===== src/rtl/bmc_pkg.sv =====
package bmc_pkg;
  typedef enum logic [1:0] {
    M_IDLE = 2'd0,
    M_UP   = 2'd1,
    M_DOWN = 2'd2,
    M_LOCK = 2'd3
  } motor_st_e;
endpackage


===== src/rtl/bmc_interval_timer.sv =====
module bmc_interval_timer #(
  parameter int CNT_W = 16
) (
  input  logic             clk,
  input  logic             rst_n,
  input  logic             start,
  input  logic             arm,
  input  logic             tick,
  input  logic [CNT_W-1:0] limit,
  output logic             done
);
  localparam logic [CNT_W-1:0] CNT_MAX = {CNT_W{1'b1}};

  logic [CNT_W-1:0] cnt_q, lim_q;
  logic [CNT_W:0]   cnt_p1;
  logic             adv;

  assign cnt_p1 = {1'b0, cnt_q} + {{CNT_W{1'b0}}, 1'b1};
  assign done   = arm & tick & (cnt_p1 >= {1'b0, lim_q});
  assign adv    = arm & tick & (cnt_q != CNT_MAX);

  always_ff @(posedge clk or negedge rst_n) begin
    if (!rst_n) begin
      cnt_q <= '0;
      lim_q <= '0;
    end else if (start) begin
      cnt_q <= '0;
      lim_q <= limit;
    end else if (adv) begin
      cnt_q <= cnt_p1[CNT_W-1:0];
    end
  end
endmodule


===== src/rtl/bmc_target_fsm.sv =====
module bmc_target_fsm #(
  parameter int CNT_W = 16
) (
  input  logic             clk,
  input  logic             rst_n,
  input  logic             tick,
  input  logic [CNT_W-1:0] kd,
  input  logic [CNT_W-1:0] ku,
  output logic             phase_up
);
  logic             up_q, up_d;
  logic             pend_q;
  logic             done, start;
  logic [CNT_W-1:0] lim_sel;

  // pend_q marks the first cycle after reset, which starts the down phase
  assign start = pend_q | done;

  always_comb begin
    up_d = up_q;
    if (done) up_d = ~up_q;
  end

  // length for the phase that begins in this cycle
  assign lim_sel = up_d ? ku : kd;

  always_ff @(posedge clk or negedge rst_n) begin
    if (!rst_n) begin
      up_q   <= 1'b0;
      pend_q <= 1'b1;
    end else begin
      up_q   <= up_d;
      pend_q <= 1'b0;
    end
  end

  bmc_interval_timer #(.CNT_W(CNT_W)) phase_tmr_i (
    .clk   (clk),
    .rst_n (rst_n),
    .start (start),
    .arm   (~pend_q),
    .tick  (tick),
    .limit (lim_sel),
    .done  (done)
  );

  assign phase_up = up_q;
endmodule


===== src/rtl/bmc_motor_fsm.sv =====
module bmc_motor_fsm
  import bmc_pkg::*;
#(
  parameter int CNT_W = 16
) (
  input  logic             clk,
  input  logic             rst_n,
  input  logic             tick,
  input  logic             phase_up,
  input  logic             sw_down,
  input  logic             sw_up,
  input  logic [CNT_W-1:0] kl,
  output motor_st_e        state
);
  motor_st_e st_q, st_d;
  logic      lock_start, lock_done;

  always_comb begin
    st_d = st_q;
    unique case (st_q)
      M_IDLE: begin
        if (phase_up && !sw_up)        st_d = M_UP;
        else if (!phase_up && !sw_down) st_d = M_DOWN;
      end
      M_UP: begin
        if (!phase_up || sw_up) st_d = M_IDLE;
      end
      M_DOWN: begin
        if (phase_up)     st_d = M_IDLE;
        else if (sw_down) st_d = M_LOCK;
      end
      M_LOCK: begin
        if (phase_up || lock_done) st_d = M_IDLE;
      end
      default: st_d = M_IDLE;
    endcase
  end

  assign lock_start = (st_q == M_DOWN) && (st_d == M_LOCK);

  always_ff @(posedge clk or negedge rst_n) begin
    if (!rst_n) st_q <= M_IDLE;
    else        st_q <= st_d;
  end

  bmc_interval_timer #(.CNT_W(CNT_W)) lock_tmr_i (
    .clk   (clk),
    .rst_n (rst_n),
    .start (lock_start),
    .arm   (st_q == M_LOCK),
    .tick  (tick),
    .limit (kl),
    .done  (lock_done)
  );

  assign state = st_q;
endmodule


===== src/rtl/bridge_motor_ctrl.sv =====
module bridge_motor_ctrl
  import bmc_pkg::*;
#(
  parameter int CNT_W = 16
) (
  input  logic             clk,
  input  logic             rst_n,
  input  logic             tick_en,
  input  logic             sw_down,
  input  logic             sw_up,
  input  logic [CNT_W-1:0] kd,
  input  logic [CNT_W-1:0] ku,
  input  logic [CNT_W-1:0] kl,
  output logic             motor_raise,
  output logic             motor_lower,
  output logic             target_up,
  output logic [1:0]       motor_state
);
  logic      phase_up;
  motor_st_e mstate;

  bmc_target_fsm #(.CNT_W(CNT_W)) target_i (
    .clk      (clk),
    .rst_n    (rst_n),
    .tick     (tick_en),
    .kd       (kd),
    .ku       (ku),
    .phase_up (phase_up)
  );

  bmc_motor_fsm #(.CNT_W(CNT_W)) motor_i (
    .clk      (clk),
    .rst_n    (rst_n),
    .tick     (tick_en),
    .phase_up (phase_up),
    .sw_down  (sw_down),
    .sw_up    (sw_up),
    .kl       (kl),
    .state    (mstate)
  );

  assign target_up   = phase_up;
  assign motor_state = mstate;
  assign motor_raise = (mstate == M_UP);
  assign motor_lower = (mstate == M_DOWN) || (mstate == M_LOCK);
endmodule


===== config.mk =====
export PLATFORM = sky130hd
export DESIGN_NAME = bridge_motor_ctrl
export DESIGN_NICKNAME = d
export VERILOG_FILES = /design/src/rtl/bmc_pkg.sv /design/src/rtl/bmc_interval_timer.sv /design/src/rtl/bmc_target_fsm.sv /design/src/rtl/bmc_motor_fsm.sv /design/src/rtl/bridge_motor_ctrl.sv
export SDC_FILE = /design/constraint.sdc
export NUM_CORES = 1
export LEC_CHECK = 0
export ABC_AREA = 1
export BUFFER_PORTS_ARGS = -buffer_cell sky130_fd_sc_hd__buf_2
export CAP_MARGIN = 25
export CORE_ASPECT_RATIO = 0.75
export CORE_MARGIN = 1.5
export CORE_UTILIZATION = 30
export DETAILED_ROUTE_END_ITERATION = 16
export PLACE_DENSITY = 0.55
export SLEW_MARGIN = 5
export SYNTH_ARGS = -nofsm -noshare
export SYNTH_HDL_FRONTEND = slang
export SYNTH_HIERARCHICAL = 1
export SYNTH_SLANG_ARGS = --single-unit
export TNS_END_PERCENT = 1

===== constraint.sdc =====
create_clock -name clk -period 4 [get_ports clk]
set_input_delay 0.6 -clock clk [delete_from_list [all_inputs] [get_ports clk]]
set_output_delay 0.6 -clock clk [all_outputs]
set_load 0.05 [all_outputs]

==> impl_metrics.csv, run 1 <==
group,metric,value,unit
cts,clk_pin_slew,0.05,ns
logic_synthesis,netlist_area,4500,sq um
timing,slew_headroom,42.0,%
worst_setup_path,worstPathArrival,3.61,ns
detailed_routing,drc,0,
global_route,grt_pass1_vias,3440,
placed_design,dp_hpwl,7.77,mm
floorplanning,ios,58,
finish,fin_cells,881,
placed_design,placed_cell_area,4960,sq um
finish,syn2layout_area_growth,15.8,%
worst_setup_path,cp-start-kind,"flip-flop",
global_route,grt.overflow.total,0,
logic_synthesis,synthCells,621,
cts,htreeDepth,3,
run_status,status,"complete, no violations",
detailed_routing,drt_pre_antenna_iters,4,
cts,cts_tree,"yes",
worst_setup_path,crit_path_end_kind,"flip-flop",
worst_setup_path,cp_max_fo,16,
worst_setup_path,path_class,"flip-flop to flip-flop",
timing,clock_skew,0.00536,ns
detailed_routing,drt_wl_total,10.2,mm
cts,cts_max_path_buffers,2,
global_route,antenna_found_initial,0,
timing,setup_viol,0,
detailed_routing,vias_per_cell,4.31,
global_route,grt_pass1_wl,17.3,mm
pwr,p_leak,2.91,nW
timing,period_share,84.8,%
detailed_routing,drtIter0Drc,240,
logic_synthesis,synth_ff_type,"dfrtp_1",
cts,hold_buffers,0,
floorplanning,rows,38,
global_route,grt_use_total,14.1,%
timing,max_freq,295,MHz
floorplanning,die_y,109,microns
job,drv_cap,0,
worst_setup_path,required,4.21,ns
finish,final_util,35.9,%
cts,clock_sinks,68,
global_route,grt_max_degree,45,
timing,rsz0062_at_grt,"false",
placed_design,place_congestion,0.788,
cts,clockRootBuffer,"clkbuf_16",
logic_synthesis,syn_nets,708,
logic_synthesis,ys_types,32,
finish,final_common_cell,"nand2_1",
cts,cts_made_buffers,9,
floorplanning,die_area,15800,sq um
logic_synthesis,ys_warn_count,6,
cts,insertion_delay,0.33,ns
cts,cts_setup_buffers,0,
detailed_routing,vias,3799,
floorplanning,die_w,144,microns
timing,worst_pin_slew,0.869,ns
pwr,ir_worst_vdd,464,uV
floorplanning,start_util,31.0,%
logic_synthesis,ys_seq_area_share,37.8,%
timing,period_needed,3.39,ns
logic_synthesis,synth_async_sr_flop_share,100,%
hold_path,hp-class,"input port to asynchronous set/reset pin",
finish,final_cell_mix,"223 x nand2_1, 90 x inv_1, 67 x dfrtp_1",
cts,cts.repair.resized,0,
floorplanning,core,14500,sq um
finish,stdcell_area,5220,sq um
detailed_routing,ant_nets,0,
finish,n_antenna_cell,0,
pwr,p_per_area,407,nW/um^2
detailed_routing,wire_per_inst,11.6,microns
finish,post_route_cells_drive_above_1_share,13.7,%
timing,setup_tns,0,ns
timing,slew_viol_final,0,
logic_synthesis,synth.avg_cell_area,7.25,sq um
timing,finalHoldViolCount,0,
logic_synthesis,synth-seq-cells,68,
placed_design,port_buffers,57,
placed_design,dpl.cell_count,866,
logic_synthesis,synth-edff-count,0,
finish,nets,764,
per-layer routing:
metal	track usage (%)	share of wire, %	up-vias
li1	-	-	2038
met1	23.1	57	1684
met4	3.54	0.94	0
met5	0	0	-
met2	18.5	37	69
met3	2.37	5.1	8
stage by stage:
step | power, mW | setup slack [ns] | hold WS, ns
finish | 2.13 | 0.609 | 0.267
global route | 2.30 | 0.178 | 0.316
CTS | 2.16 | 0.599 | 0.288
detailed placement | 1.45 | 0.615 | 0.458
global placement | 1.44 | 0.542 | 0.460
floorplan | 1.29 | 1.05 | 0.304
cell families (layout without fill, tap and decap cells):
| kind of cell | Yosys count | count (layout) | share of synthesized area (%) |
|---|---|---|---|
| buffers and inverters | 109 | 169 | 10.2 |
| other | 1 | 1 | 0.0833 |
| DFF | 68 | 68 | 37.8 |
| xor gates and xnor gates | 22 | 22 | 4.28 |
| muxes | 1 | 1 | 0.250 |
| AOI/OAI and AO/OA | 54 | 54 | 6.72 |
| adders and majority gates | 34 | 34 | 9.44 |
| and+or+nand+nor | 332 | 332 | 31.2 |
path summary, 6_finish.rpt:
check,endpoint,startpoint,slack [ns],cells past startpoint
worst max-delay path,target_i/phase_tmr_i/lim_q[0],target_i/phase_tmr_i/cnt_q[0],0.61,16
worst min-delay path,motor_i/lock_tmr_i/lim_q[7],rst_n,0.27,1
worst max register to register,target_i/phase_tmr_i/lim_q[0],target_i/phase_tmr_i/cnt_q[0],0.61,16
worst min register to register,motor_i/lock_tmr_i/cnt_q[14],motor_i/lock_tmr_i/cnt_q[14],0.47,2
max in group asynchronous,target_i/phase_tmr_i/cnt_q[14],rst_n,2.73,2
min in group clk,motor_i/lock_tmr_i/cnt_q[14],motor_i/lock_tmr_i/cnt_q[14],0.47,2
critical path, cell delays in order (launching register included):
cell     delay (ns)
dfrtp_1        0.42
ha_1           0.23
nand3_2        0.13
nor3_4         0.23
xnor2_1        0.15
inv_1          0.08
ha_1           0.33
nand2_1        0.09
nor2_1         0.15
nand4_1        0.09
nand3_1        0.09
nand2_1        0.05
a21oi_1        0.30
nand2_1        0.41
nand3_1        0.20
nand2_1        0.07
mux2_2         0.25
cell type report:
class	count	area, sq um
multi-input combinational	444	2340
clock inverter	3	15.0
inverter	94	358
clock buffer	12	236
fill	1587	9330
timing repair buffer	60	312
tap	200	250
sequential	68	1700
cell usage after synthesis (6+ instances only):
| cell type | number | area, sq um |
|---|---|---|
| a21oi_1 | 9 | 45.0 |
| clkbuf_1 | 8 | 30.0 |
| dfrtp_1 | 67 | 1680 |
| ha_1 | 34 | 425 |
| inv_1 | 90 | 338 |
| nand2_1 | 223 | 837 |
| nand3_1 | 49 | 245 |
| nand4_1 | 8 | 50.1 |
| nor2_1 | 32 | 120 |
| nor3_1 | 6 | 30.0 |
| o21ai_0 | 39 | 195 |
| xor2_1 | 17 | 149 |
state kept, by name (all words and copies together) (netlist names):
name	flops
target_i/phase_up	1
motor_i/lock_tmr_i/cnt_q	16
target_i/phase_tmr_i/cnt_q	16
motor_i/state	2
target_i/pend_q	1
target_i/phase_tmr_i/lim_q	16
motor_i/lock_tmr_i/lim_q	16
power by group:
group | internal, mW | switching [mW]
combinational | 0.184 | 0.396
clock | 0.413 | 0.281
sequential | 0.802 | 0.0494
total | 1.40 | 0.726
(Power assumes the default switching activity.)
==> inputs of run 2 (changes only) <==
PLACE_DENSITY = 0.57   (was 0.55)
clock period = 3.1 ns   (was 4 ns; I/O delays follow)
==> run 2 against run 1 <==
Compared with the run above: non-clock buffer count grew 20; power increased by 36%; largest power group unchanged; first-iteration DRC count shrank 36%; sequential share of layout area is 2.7 points lower; clock skew decreased by 0.00071 ns.
==> impl_metrics.csv, run 2 (same netlist as run 1, synthesis figures left out) <==
group,metric,value,unit
finish,multi_input_area,2580,sq um
floorplanning,start_util,31.0,%
pwr,p_int,1.91,mW
pwr,combPwrFrac,27.1,%
placed_design,port_buffers,57,
detailed_routing,wire_per_inst,12.1,microns
timing,worst_pin_slew,0.688,ns
job,drv_cap,0,
finish,fin_cells,902,
global_route,grt_use_total,14.4,%
placed_design,dp_hpwl,7.71,mm
detailed_routing,vias,3950,
global_route,grt_max_degree,45,
finish,final_common_cell,"nand2_1",
timing,clock_skew,0.00465,ns
timing,slew_headroom,54.1,%
floorplanning,die_area,15800,sq um
cts,clockRootBuffer,"clkbuf_16",
detailed_routing,vias_per_cell,4.38,
floorplanning,die_y,109,microns
worst_setup_path,r2r_end,"target_i/phase_tmr_i/lim_q[9]",
worst_setup_path,path_class,"flip-flop to flip-flop",
pwr,p_leak,3.07,nW
finish,fill_cells,1494,
worst_setup_path,rrSetupSlack,0.08,ns
pwr,p_per_area,506,nW/um^2
detailed_routing,drc,0,
timing,setup_viol,0,
timing,period_needed,3.02,ns
floorplanning,ios,58,
worst_setup_path,cp-start-kind,"flip-flop",
timing,rsz0062_at_grt,"true",
cts,insertion_delay,0.33,ns
worst_setup_path,crit_slowest_cell,"dfrtp_1",
placed_design,dpl.cell_count,871,
timing,slew_viol_final,0,
pwr,p_sw,973,uW
global_route,antenna_found_initial,0,
finish,post_route_cells_drive_above_1_share,21.2,%
timing,finalHoldViolCount,0,
worst_setup_path,crit_path_end_kind,"flip-flop",
detailed_routing,drtIter0Drc,153,
detailed_routing,drt_wl_total,10.9,mm
finish,n_antenna_cell,0,
global_route,grt_pass1_vias,3506,
timing,period_share,97.3,%
floorplanning,rows,38,
worst_setup_path,cp_max_fo,8,
placed_design,pre_cts_ws,0.0290,ns
cts,hold_buffers,0,
pwr,clkPwrFrac,34.9,%
finish,stdcell_area,5700,sq um
cts,htreeDepth,3,
floorplanning,die_w,144,microns
worst_setup_path,required,3.32,ns
cts,clock_sinks,68,
finish,final_cell_mix,"217 x nand2_1, 88 x inv_1, 66 x dfrtp_1",
worst_setup_path,reg2regPathDepth,20,
worst_setup_path,worstPathArrival,3.23,ns
pwr,swShare,33.8,%
run_status,status,"complete, no violations",
placed_design,placed_cell_area,5020,sq um
finish,layout.area.seq,1700,sq um
finish,nets,784,
cts,clk_pin_slew,0.06,ns
pwr,seqPwrFrac,38.0,%
global_route,grt.overflow.total,0,
hold_path,hp-class,"input port to asynchronous set/reset pin",
pwr,ir_worst_vdd,544,uV
finish,syn2layout_area_growth,26.4,%
detailed_routing,drt_pre_antenna_iters,4,
floorplanning,core,14500,sq um
cts,cts_max_path_buffers,2,
worst_setup_path,cp_cell_sequence,"ha_4 > nand3_4 > nor3_4 > buf_4 > xnor2_2 > inv_1 > ha_4 > nand2_4 > a21oi_2 > nor2_1 > nand3_1 > nand2_2 > a21oi_4 > buf_6 > nand2_8 > buf_8 > nand3_1 > nand2_1 > nand2_1 > o21ai_0",
timing,max_freq,332,MHz
cts,cts_made_buffers,9,
pwr,fin_total_pwr,2.88,mW
worst_setup_path,crit_path_max_incr_delay,0.42,ns
detailed_routing,ant_nets,0,
timing,worst_slack,0.0838,ns
placed_design,place_congestion,0.863,
cts,cts_tree,"yes",
worst_setup_path,worstReg2RegStart,"target_i/phase_tmr_i/cnt_q[1]",
global_route,grt_pass1_wl,17.5,mm
timing,setup_tns,0,ns
-- run 2: changes by cell type in the layout (fill, tap and decap cells not counted), moves of 4 or more --
cell,before,now
nand3_2,4,10
nor2_2,2,6
nand3_1,49,42
ha_4,0,4
buf_4,2,14
buf_6,1,5
ha_1,34,30
o21ai_1,1,9
nor2_1,32,26
o21ai_0,39,29
nand2_1,223,217
-- run 2: layout make-up --
type,instances,share of cell area (%)
Clock buffer,11,4.09
Clock inverter,5,0.923
Inverter,94,6.33
Multi-Input combinational cell,444,45.3
Sequential cell,68,29.9
Tap cell,200,4.39
Timing Repair Buffer,80,9.07
-- run 2: stage by stage --
step | hold WS (ns) | util (%)
after global placement | 0.457 | 34.5
after detailed placement | 0.485 | 34.5
final | 0.140 | 39.1
after CTS | 0.157 | 36.5
after global routing | 0.195 | 39.1
after floorplan | 0.169 | -
-- run 2: worst max path at each step --
stage                                        from                             end  cells after the start
finish              target_i/phase_tmr_i/cnt_q[1]   target_i/phase_tmr_i/lim_q[9]                     20
global route        target_i/phase_tmr_i/cnt_q[1]  target_i/phase_tmr_i/lim_q[12]                     20
CTS                 target_i/phase_tmr_i/cnt_q[0]   target_i/phase_tmr_i/lim_q[0]                     20
detailed placement  target_i/phase_tmr_i/cnt_q[1]   target_i/phase_tmr_i/lim_q[0]                     16
global placement    target_i/phase_tmr_i/cnt_q[0]   target_i/phase_tmr_i/lim_q[0]                     20
floorplan           target_i/phase_tmr_i/cnt_q[0]   target_i/phase_tmr_i/cnt_q[2]                     19
-- run 2: repair_timing --
item,CTS,global route
endpoints found under the setup margin,1,33
cloned,0,1
buffers inserted,0,14
pin swaps,0,16
resized for setup,2,71
-- run 2: power by group through the flow --
stage | registers [mW] | logic (mW) | clock network, mW
final | 1.10 | 0.780 | 1.01
after global routing | 1.12 | 0.909 | 1.06
after CTS | 1.10 | 0.770 | 1.03
after detailed placement | 1.11 | 0.766 | 0
after global placement | 1.11 | 0.758 | 0
after floorplan | 1.14 | 0.516 | 0
-- run 2: layer usage --
layer / vias up / routed length, microns / global-route usage, %
met5: - / 0 / 0
met4: 0 / 151 / 4.98
met3: 10 / 451 / 2.11
met2: 94 / 4190 / 18.7
met1: 1757 / 6130 / 23.3
li1: 2089 / - / -
-- run 2: worst max-delay path, delay by kind of cell, from the launching register on --
| family | cells | cell delay, ns |
|---|---|---|
| buffers and inverters | 4 | 0.59 |
| AND/OR/NAND/NOR | 10 | 0.91 |
| AO/OA/AOI/OAI | 3 | 0.40 |
| XOR/XNOR | 1 | 0.11 |
| adder cells (fa/ha/maj) | 2 | 0.47 |
| flip-flops | 1 | 0.42 |
==> inputs of run 3 (changes only) <==
REMOVE_ABC_BUFFERS = 1   (was default)
==> run 3 against run 2 <==
Compared with the run above: via count fell by 0.86%; power rose by 4.4%; critical path depth fell by 5; hold slack improved by 0.044 ns; die area did not move; register-to-register slack got worse by 0.06 ns; setup slack got worse by 0.064 ns; non-clock buffer count fell by 6; combinational power rose by 1%; clock power rose by 12%.
==> impl_metrics.csv, run 3 (same netlist as run 1, synthesis figures left out) <==
group,metric,value,unit
run_status,status,"complete, no violations",
cts,cts_max_path_buffers,2,
finish,n_antenna_cell,0,
detailed_routing,drtIter0Drc,194,
pwr,p_sw,996,uW
global_route,grt_use_total,14.9,%
global_route,grt.overflow.total,0,
worst_setup_path,rrSetupSlack,0.02,ns
cts,htreeDepth,3,
cts,clock_sinks,68,
detailed_routing,wl_met3,493,microns
floorplanning,rows,38,
pwr,clkPwrFrac,37.4,%
timing,setup_viol,0,
worst_setup_path,required,3.32,ns
detailed_routing,vias,3916,
pwr,combPwrFrac,26.2,%
floorplanning,ios,58,
worst_setup_path,worstReg2RegStart,"target_i/phase_tmr_i/cnt_q[1]",
pwr,swShare,33.1,%
worst_setup_path,cp_max_fo,6,
detailed_routing,drt_wl_total,11.1,mm
worst_setup_path,worstPathArrival,3.30,ns
global_route,grt_max_degree,39,
timing,slew_viol_final,0,
pwr,p_int,2.01,mW
detailed_routing,ant_nets,0,
detailed_routing,wl_met1,6.32,mm
global_route,grt_pass1_vias,3610,
timing,slew_headroom,51.5,%
global_route,grt_pass1_wl,18.1,mm
finish,multi_input_area,2560,sq um
placed_design,place_congestion,0.800,
timing,finalHoldViolCount,0,
pwr,fin_total_pwr,3.01,mW
finish,final_cell_mix,"211 x nand2_1, 89 x inv_1, 67 x dfrtp_1",
cts,insertion_delay,0.34,ns
pwr,p_per_area,531,nW/um^2
timing,clock_skew,0.00479,ns
hold_path,hp-class,"input port to asynchronous set/reset pin",
placed_design,port_buffers,57,
detailed_routing,vias_per_cell,4.36,
detailed_routing,wire_per_inst,12.3,microns
finish,final_common_cell,"nand2_1",
floorplanning,die_area,15800,sq um
timing,max_freq,325,MHz
finish,layout.area.seq,1700,sq um
detailed_routing,wl_met2,4.11,mm
worst_setup_path,crit_path_end_kind,"flip-flop",
job,drv_cap,0,
detailed_routing,highest_layer,"met4",
worst_setup_path,path_class,"flip-flop to flip-flop",
worst_setup_path,cp-start-kind,"flip-flop",
floorplanning,core,14500,sq um
global_route,antenna_found_initial,0,
finish,nets,780,
pwr,ir_worst_vdd,481,uV
floorplanning,die_w,144,microns
cts,clockRootBuffer,"clkbuf_16",
finish,fill_cells,1536,
pwr,seqPwrFrac,36.4,%
worst_setup_path,r2r_end,"target_i/phase_tmr_i/lim_q[0]",
detailed_routing,drc,0,
finish,syn2layout_area_growth,25.8,%
timing,period_share,99.4,%
cts,cts_made_buffers,9,
floorplanning,die_y,109,microns
timing,worst_pin_slew,0.727,ns
placed_design,dp_hpwl,8.06,mm
pwr,p_leak,3.08,nW
floorplanning,start_util,31.0,%
cts,clk_pin_slew,0.06,ns
worst_setup_path,reg2regPathDepth,15,
detailed_routing,drt_pre_antenna_iters,4,
timing,rsz0062_at_grt,"true",
timing,setup_tns,0,ns
timing,period_needed,3.08,ns
cts,cts_tree,"yes",
cts,hold_buffers,0,
finish,post_route_cells_drive_above_1_share,20.2,%
## run 3: cell types whose count changed in the layout (fill, tap and decap cells not counted), moves of 4 or more
cell     previous run  this run
nand2_2             5        11
buf_6               5         1
nand3_1            42        47
nand3_2            10         5
o21ai_0            29        38
o21ai_1             9         2
nand2_1           217       211
## run 3: timing repair
action                                  in CTS  in global routing
gates cloned                                 0                  2
resized for setup                            2                 42
buffers inserted                             0                  7
hold endpoints to repair                     0                  0
endpoints found under the setup margin       2                 32
pin swaps                                    1                 13
## run 3: final cells by class
type / instances / share of cell area (%)
multi-input cells: 446 / 45.1
flip-flops and latches: 68 / 30.1
repair buffers: 74 / 8.24
inverters: 94 / 6.40
well taps: 200 / 4.42
clock buffers: 10 / 4.22
clock inverters: 6 / 1.55
## run 3: layer usage
metal	track usage, %	up-vias
met5	0	-
met4	4.55	0
met3	3.47	10
met2	19.3	77
met1	23.7	1748
li1	-	2081
## run 3: worst max path at each step
stage                                       start                        endpoint  slack (ns)
floorplan           target_i/phase_tmr_i/cnt_q[0]  target_i/phase_tmr_i/cnt_q[12]       -0.25
global placement    target_i/phase_tmr_i/cnt_q[0]   target_i/phase_tmr_i/lim_q[0]        0.08
detailed placement  target_i/phase_tmr_i/cnt_q[0]   target_i/phase_tmr_i/lim_q[0]        0.02
CTS                 target_i/phase_tmr_i/cnt_q[0]   target_i/phase_tmr_i/lim_q[0]        0.04
global route        target_i/phase_tmr_i/cnt_q[1]  target_i/phase_tmr_i/cnt_q[11]       -0.16
finish              target_i/phase_tmr_i/cnt_q[1]   target_i/phase_tmr_i/lim_q[0]        0.02
## run 3: through the flow
step / setup WS, ns / hold WS [ns] / instances / area (sq um) / util, %
6_report: 0.0199 / 0.183 / 898 / 5670 / 38.9
5_1_grt: -0.156 / 0.246 / 898 / 5670 / 38.9
4_1_cts: 0.0399 / 0.206 / 891 / 5400 / 37.1
3_5_place_dp: 0.0195 / 0.460 / 875 / 5070 / 34.8
3_3_place_gp: 0.0770 / 0.459 / 875 / 5070 / 34.8
2_1_floorplan: -0.254 / 0.169 / 606 / 4400 / -
## run 3: critical path, cell delays in order (launching register included)
cell      delay (ns)
dfrtp_1         0.41
ha_4            0.17
nand3_4         0.09
nor3_4          0.29
nand2_2         0.11
xnor2_2         0.16
ha_1            0.30
nand2_1         0.06
inv_2           0.05
nand2_2         0.06
nor3_1          0.17
nand2_1         0.13
a21oi_4         0.26
clkinv_4        0.20
nand2_8         0.15
mux2_2          0.34
## run 3: power groups by stage
stage                     combinational, mW  clock (mW)  sequential (mW)
final                                 0.789        1.13             1.09
after global routing                  0.920        1.19             1.11
after CTS                             0.788        1.15             1.09
after detailed placement              0.783           0             1.11
after global placement                0.779           0             1.11
after floorplan                       0.471           0             1.17
